--- src/rtl/frt_pkg.sv ---
package frt_pkg;
  typedef enum logic [1:0] {
    M_PRECHG = 2'd0,
    M_NORMAL = 2'd1,
    M_RIDE   = 2'd2,
    M_HALT   = 2'd3
  } mode_e;

  typedef struct packed {
    logic bb_gate;
    logic sc_gate;
    logic bb_ovr;
    logic sc_zero;
    logic lim_fault;
  } leg_ctl_t;
endpackage

--- src/rtl/frt_run_count.sv ---
module frt_run_count #(
  parameter int RUN = 3
) (
  input  logic clk,
  input  logic rst_n,
  input  logic step,
  input  logic cond,
  input  logic clr,
  output logic hit
);
  localparam int CW = $clog2(RUN + 1);
  logic [CW-1:0] cnt_q;

  assign hit = step && cond && (cnt_q == CW'(RUN - 1));

  always_ff @(posedge clk or negedge rst_n) begin
    if (!rst_n)        cnt_q <= '0;
    else if (clr)      cnt_q <= '0;
    else if (step) begin
      if (!cond || hit) cnt_q <= '0;
      else              cnt_q <= cnt_q + 1'b1;
    end
  end
endmodule

--- src/rtl/frt_fault_timer.sv ---
module frt_fault_timer #(
  parameter int TW = 16
) (
  input  logic          clk,
  input  logic          rst_n,
  input  logic          step,
  input  logic          clr,
  input  logic [TW-1:0] limit,
  output logic          expire
);
  logic [TW-1:0] cnt_q;
  logic [TW:0]   nxt;

  assign nxt    = {1'b0, cnt_q} + 1'b1;
  assign expire = step && (nxt >= {1'b0, limit});

  always_ff @(posedge clk or negedge rst_n) begin
    if (!rst_n)                cnt_q <= '0;
    else if (clr)              cnt_q <= '0;
    else if (step && !expire)  cnt_q <= nxt[TW-1:0];
  end
endmodule

--- src/rtl/frt_out_decode.sv ---
module frt_out_decode
  import frt_pkg::*;
(
  input  mode_e    mode,
  output leg_ctl_t ctl
);
  always_comb begin
    ctl = '0;
    unique case (mode)
      M_PRECHG, M_RIDE: begin
        ctl.bb_gate   = 1'b1;
        ctl.bb_ovr    = 1'b1;
        ctl.sc_zero   = 1'b1;
        ctl.lim_fault = 1'b1;
      end
      M_NORMAL: begin
        ctl.bb_gate = 1'b1;
        ctl.sc_gate = 1'b1;
      end
      default: ctl.sc_zero = 1'b1;
    endcase
  end
endmodule

--- src/rtl/frt_sequencer.sv ---
module frt_sequencer
  import frt_pkg::*;
#(
  parameter int VW      = 12,
  parameter int IW      = 10,
  parameter int TW      = 16,
  parameter int UV_RUN  = 3,
  parameter int REC_RUN = 2
) (
  input  logic          clk,
  input  logic          rst_n,
  input  logic          smp_valid,
  output logic          smp_ready,
  input  logic [VW-1:0] smp_volt,
  input  logic [VW-1:0] uv_thresh,
  input  logic [VW-1:0] rec_thresh,
  input  logic [IW-1:0] flt_iref,
  input  logic [TW-1:0] tmo_limit,
  input  logic          latch_off,
  input  logic          man_rst,
  output logic [1:0]    mode_o,
  output logic          evt_o,
  output logic          bb_gate_en,
  output logic          sc_gate_en,
  output logic          bb_iref_ovr,
  output logic [IW-1:0] bb_iref_val,
  output logic          sc_iref_zero,
  output logic          bb_lim_fault
);
  mode_e    state_q, state_d;
  logic     evt_q;
  logic     chg, clr;
  logic     in_fault_path;
  logic     uv_hit, rec_hit, tmo_hit;
  leg_ctl_t ctl;

  assign smp_ready     = 1'b1;
  assign in_fault_path = (state_q == M_PRECHG) || (state_q == M_RIDE);
  assign chg           = (state_d != state_q);
  assign clr           = chg || man_rst;

  frt_run_count #(.RUN(UV_RUN)) u_uv_run (
    .clk  (clk),
    .rst_n(rst_n),
    .step (smp_valid && (state_q == M_NORMAL)),
    .cond (smp_volt < uv_thresh),
    .clr  (clr),
    .hit  (uv_hit)
  );

  frt_run_count #(.RUN(REC_RUN)) u_rec_run (
    .clk  (clk),
    .rst_n(rst_n),
    .step (smp_valid && in_fault_path),
    .cond (smp_volt >= rec_thresh),
    .clr  (clr),
    .hit  (rec_hit)
  );

  frt_fault_timer #(.TW(TW)) u_tmo (
    .clk   (clk),
    .rst_n (rst_n),
    .step  (smp_valid && in_fault_path),
    .clr   (clr),
    .limit (tmo_limit),
    .expire(tmo_hit)
  );

  always_comb begin
    state_d = state_q;
    if (man_rst) begin
      state_d = M_PRECHG;
    end else begin
      unique case (state_q)
        M_PRECHG, M_RIDE: begin
          if (rec_hit)      state_d = M_NORMAL;
          else if (tmo_hit) state_d = M_HALT;
        end
        M_NORMAL: begin
          if (uv_hit) state_d = latch_off ? M_HALT : M_RIDE;
        end
        default: state_d = M_HALT;
      endcase
    end
  end

  always_ff @(posedge clk or negedge rst_n) begin
    if (!rst_n) begin
      state_q <= M_PRECHG;
      evt_q   <= 1'b0;
    end else begin
      state_q <= state_d;
      evt_q   <= chg;
    end
  end

  frt_out_decode u_dec (
    .mode(state_q),
    .ctl (ctl)
  );

  assign mode_o       = state_q;
  assign evt_o        = evt_q;
  assign bb_gate_en   = ctl.bb_gate;
  assign sc_gate_en   = ctl.sc_gate;
  assign bb_iref_ovr  = ctl.bb_ovr;
  assign bb_iref_val  = ctl.bb_ovr ? flt_iref : '0;
  assign sc_iref_zero = ctl.sc_zero;
  assign bb_lim_fault = ctl.lim_fault;
endmodule

--- config.mk ---
export PLATFORM = sky130hd
export DESIGN_NAME = frt_sequencer
export DESIGN_NICKNAME = d
export VERILOG_FILES = /design/src/rtl/frt_pkg.sv /design/src/rtl/frt_run_count.sv /design/src/rtl/frt_fault_timer.sv /design/src/rtl/frt_out_decode.sv /design/src/rtl/frt_sequencer.sv
export SDC_FILE = /design/constraint.sdc
export NUM_CORES = 1
export LEC_CHECK = 0
export BUFFER_PORTS_ARGS = -buffer_cell sky130_fd_sc_hd__buf_2
export CAP_MARGIN = 15
export CORE_MARGIN = 8
export CORE_UTILIZATION = 55
export CTS_CLUSTER_DIAMETER = 150
export DETAILED_ROUTE_END_ITERATION = 10
export PLACE_DENSITY = 0.9
export SYNTH_ARGS = -nofsm -noshare
export SYNTH_HDL_FRONTEND = slang
export SYNTH_SLANG_ARGS = --single-unit
--- constraint.sdc ---
create_clock -name clk -period 9.5 [get_ports clk]
set_input_delay 1.9 -clock clk [delete_from_list [all_inputs] [get_ports clk]]
set_output_delay 1.9 -clock clk [all_outputs]
set_load 0.005 [all_outputs]
==> impl_summary.md <==
Floorplan
Measured along the x axis, the die boundary spans 83.5 um. The initial cell density of the core is between 50% and 60%. In this run the vertical extent of the chip is 83.5 um. The floorplan row count is 24. The area inside the core boundary is ~0.0044 sq mm. The die covers 0.00698 sq mm. In this run the count of I/O pins placed on the die edge is 86.

Outcome
The run finished with clean final reports.

Clock network
The clock latency reported for the late side of the worst-skew pair is approximately 0.25 ns. The TritonCTS clock tree is yes. The number of clock buffers inserted by TritonCTS is 3. The number of setup buffers added after CTS is 0. CTS placed an instance of sky130_fd_sc_hd__clkbuf_8 at the clock tree root. In this run, post-CTS repair resized a total of 0 instances. After clock tree synthesis, the clock-pin slew on the worst setup and hold paths is roughly 0.07 ns. The number of levels the H-tree was split into is 1. The tree built by TritonCTS fans out to 23 sinks. The number of hold-repair buffers added at the cts stage is 0. Counting along the longest clock path gives a buffer depth of 2.

Route
In the routed layout, each cell is associated on average with a via count of 5.33. The first-pass detailed-route iteration total is 4. The final route contains 2382 vias. The count of antenna-violating nets left after detailed routing is 0. The routed length per placed instance is 12.9 um.

For this run, design rule violations remaining after detail routing come to 0. The detailed router finished its first iteration with 180 violations. Wires add up to 5770 um.

Global route
The met1 capacity usage during global routing is around a fifth. Summed over all layers, the global routing overflow is 0. The largest net degree at the start of global routing is 24.

The number of antenna violations at the first check in global routing is 0. The via count of the first global-routing pass is around 2600. The all-layer global routing usage is around 17%.

The busiest layer in global routing is met2. For met2 alone, demand over resource in global routing was 29.4%. The met3 usage in global routing is 5.37%. The first global-routing pass estimated roughly 11000 um of wire.

Synth
In this run, synthesis inferred 0 flip-flops with an integrated enable. The Yosys step of the flow raised 0 warnings. The count of unique library cells instantiated by Yosys is 41. After synthesis, flip-flops and latches occupy 23.0% of the total area.

The dominant synthesized flop cell is sky130_fd_sc_hd__dfrtp_1. The post-synthesis net count is 425. Counting every instance in the synthesized netlist gives 316. The cell area that synthesis handed to floorplanning was 0.00251 sq mm. After synthesis the netlist holds a flip-flop and latch count of 23. The mean cell area of the mapped netlist is between 7 and 8 sq um. For this run, asynchronously set or reset flops after synthesis account for 100%.

Critical path
For the worst setup path, the data required time is 9.61 ns. The arrival time reported for the critical path endpoint is 4.39 ns. The critical path in this run is classified as in -> reg. The top fanout value on the critical path is 20. The largest individual stage delay along the critical path comes from the cell sky130_fd_sc_hd__o211ai_2. The critical path launch point type is an input port. The critical path contains buffers and inverters numbering 3 combined. The capturing element type of the critical path is a register. The signal on the critical path passes through buf_2, inv_1, ha_1, nand3_1, o21bai_1, a2111o_1, o2111ai_1, buf_4, a21oi_1, o211ai_2, nor2_1. The largest single stage delay on the critical path is 0.71 ns. The family of cells with the greatest summed delay on the critical path is compound AO/OA/AOI/OAI gates.

Power and ir drop
The fraction of power spent switching nets is 34.2%. The clock share of power is between 20% and 30%. The share of total power dissipated in sequential elements is 41.2%. Summed over all cells, the static leakage comes to roughly 0.0016 uW.

Power comes to 279 uW. The maximum ir drop on the vdd rail is 0.0659 mV. The areal power density over the cells is a little over 90 mW/mm^2. Internal power comes to about 180 uW. The power spent charging and discharging nets is 95.5 uW. In this run, the combinational gates consume 38.1% of the power.

Timing
Setup repair after global routing left no endpoint under its margin. The total negative slack for setup checks is 0 ns. The portion of the clock cycle consumed by the worst path in the final layout is 45.1%. The remaining max-slew budget at the tightest pin is 45.3%. The number of hold-slack violations in the final timing report is 0.

Clock skew on the completed layout was measured at 0.00175 ns. The worst-margin pin slew is 0.818 ns. Based on the critical path, the design can be clocked at up to around 230 MHz.

The final-report setup violation count is 0. The max-slew violation count is 0. The post-layout minimum cycle time is 4.29 ns. Hold timing on the final database bottoms out at a slack of 0.537 ns.

Worst hold path
The class of the worst hold path is reg -> reg.

Placed design
The congestion estimate from routability-driven global placement came to 0.817. Port buffering added 84 buffers. The estimated wirelength of the detail-placed design is 4960 um.

The placed instances occupy a cell area of 0.00295 sq mm.

Cells and area
The cell area after layout is 0.00299 sq mm. The area growth from synthesis to layout is 19.3%. The share of cells above drive strength 1 is between 20% and 30%.

For this run, the post-layout net count is just over 500. In the layout the commonest cells are sky130_fd_sc_hd__buf_2 (84), sky130_fd_sc_hd__inv_1 (46), sky130_fd_sc_hd__ha_1 (42), sky130_fd_sc_hd__nor2_1 (26), sky130_fd_sc_hd__xnor2_1 (25). 0 antenna diodes ended up in the layout. The library cell used most frequently in the layout, excluding fill and tap cells, is sky130_fd_sc_hd__buf_2.

Job
The number of violations of the max-capacitance limit is 0.
==> cells by family (layout without fill, tap and decap cells) <==
family | Yosys count | after routing | synth area share (%)
compound gates | 51 | 51 | 13.9
xor+xnor | 29 | 29 | 10.1
fa+ha+maj | 42 | 42 | 21.0
buf+inv | 56 | 135 | 9.08
flops | 23 | 23 | 23.0
other cells | 1 | 1 | 0.150
simple gates | 114 | 114 | 22.8
==> cell type report <==
type	instances	area [sq um]
multi-input combinational	237	1700
tap	52	65.1
clock buffer	4	45.0
timing repair buffer	85	428
sequential	23	576
inverter	46	173
fill	356	1390
==> cells in the mapped netlist (all sizes together) (3+ instances only) <==
cell / n / area [sq um]
a2111o: 3 / 33.8
a21o: 3 / 22.5
a21oi: 17 / 85.1
and3: 5 / 31.3
buf: 6 / 40.0
clkbuf: 4 / 15.0
dfrtp: 23 / 576
ha: 42 / 526
inv: 46 / 173
nand2: 20 / 75.1
nand2b: 5 / 31.3
nand3: 11 / 60.1
nand4: 8 / 50.1
nor2: 28 / 110
nor2b: 13 / 81.3
nor3: 16 / 80.1
nor4: 4 / 25.0
o21a: 3 / 22.5
o21ai: 10 / 50.0
xnor2: 25 / 219
xor2: 4 / 35.0
==> registers in the layout, summed over array words and instances, names as in the netlist <==
register         flops
u_rec_run.cnt_q      2
mode_o               2
u_uv_run.cnt_q       2
evt_o                1
u_tmo.cnt_q         16
==> power groups by stage <==
stage                     registers [uW]  clock network, uW  logic (uW)
after floorplan                      112                  0        67.4
after global placement               117                  0         103
after detailed placement             117                  0         108
after CTS                            115               59.4         108
after global routing                 117               64.4         124
final                                115               57.6         106
==> layer usage <==
metal | part of all wire, % | up-vias
met5 | 0 | -
met4 | 1.9 | 0
met3 | 9.6 | 8
met2 | 45 | 96
met1 | 44 | 1043
li1 | - | 1235
==> final timing paths <==
kind,from,to,slack (ns),cells after the start
worst min-delay path,u_rec_run.cnt_q[1]$_DFFE_PN0P_,u_rec_run.cnt_q[1]$_DFFE_PN0P_,0.54,2
min in group asynchronous,rst_n,u_tmo.cnt_q[12]$_DFFE_PN0P_,1.60,1
max in group asynchronous,rst_n,u_tmo.cnt_q[2]$_DFFE_PN0P_,7.57,1
worst max-delay path,tmo_limit[3],u_tmo.cnt_q[11]$_DFFE_PN0P_,5.21,11
worst max register to register,u_tmo.cnt_q[0]$_DFFE_PN0P_,u_tmo.cnt_q[11]$_DFFE_PN0P_,5.38,15
worst min register to register,u_rec_run.cnt_q[1]$_DFFE_PN0P_,u_rec_run.cnt_q[1]$_DFFE_PN0P_,0.54,2
==> worst reg2reg max path, stage by stage, from the launching register on <==
cell	delay (ns)
sky130_fd_sc_hd__dfrtp_1	0.44
sky130_fd_sc_hd__ha_1	0.25
sky130_fd_sc_hd__nand3_2	0.16
sky130_fd_sc_hd__nor2_2	0.21
sky130_fd_sc_hd__nand3_1	0.17
sky130_fd_sc_hd__or2_1	0.31
sky130_fd_sc_hd__xnor2_1	0.15
sky130_fd_sc_hd__ha_1	0.30
sky130_fd_sc_hd__nand4_1	0.15
sky130_fd_sc_hd__nor4_1	0.32
sky130_fd_sc_hd__nor3_1	0.08
sky130_fd_sc_hd__o2111ai_1	0.18
sky130_fd_sc_hd__buf_4	0.27
sky130_fd_sc_hd__a21oi_1	0.16
sky130_fd_sc_hd__o211ai_2	0.71
sky130_fd_sc_hd__nor2_1	0.13
==> per-stage QoR <==
step                      utilization (%)  worst slack, ns  cells
after floorplan                         -             5.57    316
after global placement               67.2             5.03    443
after detailed placement             67.2             4.92    443
after CTS                            68.2             5.19    447
after global routing                 68.2             4.90    447
final                                68.2             5.21    447
No activity file was read; power rests on OpenSTA's default activity.
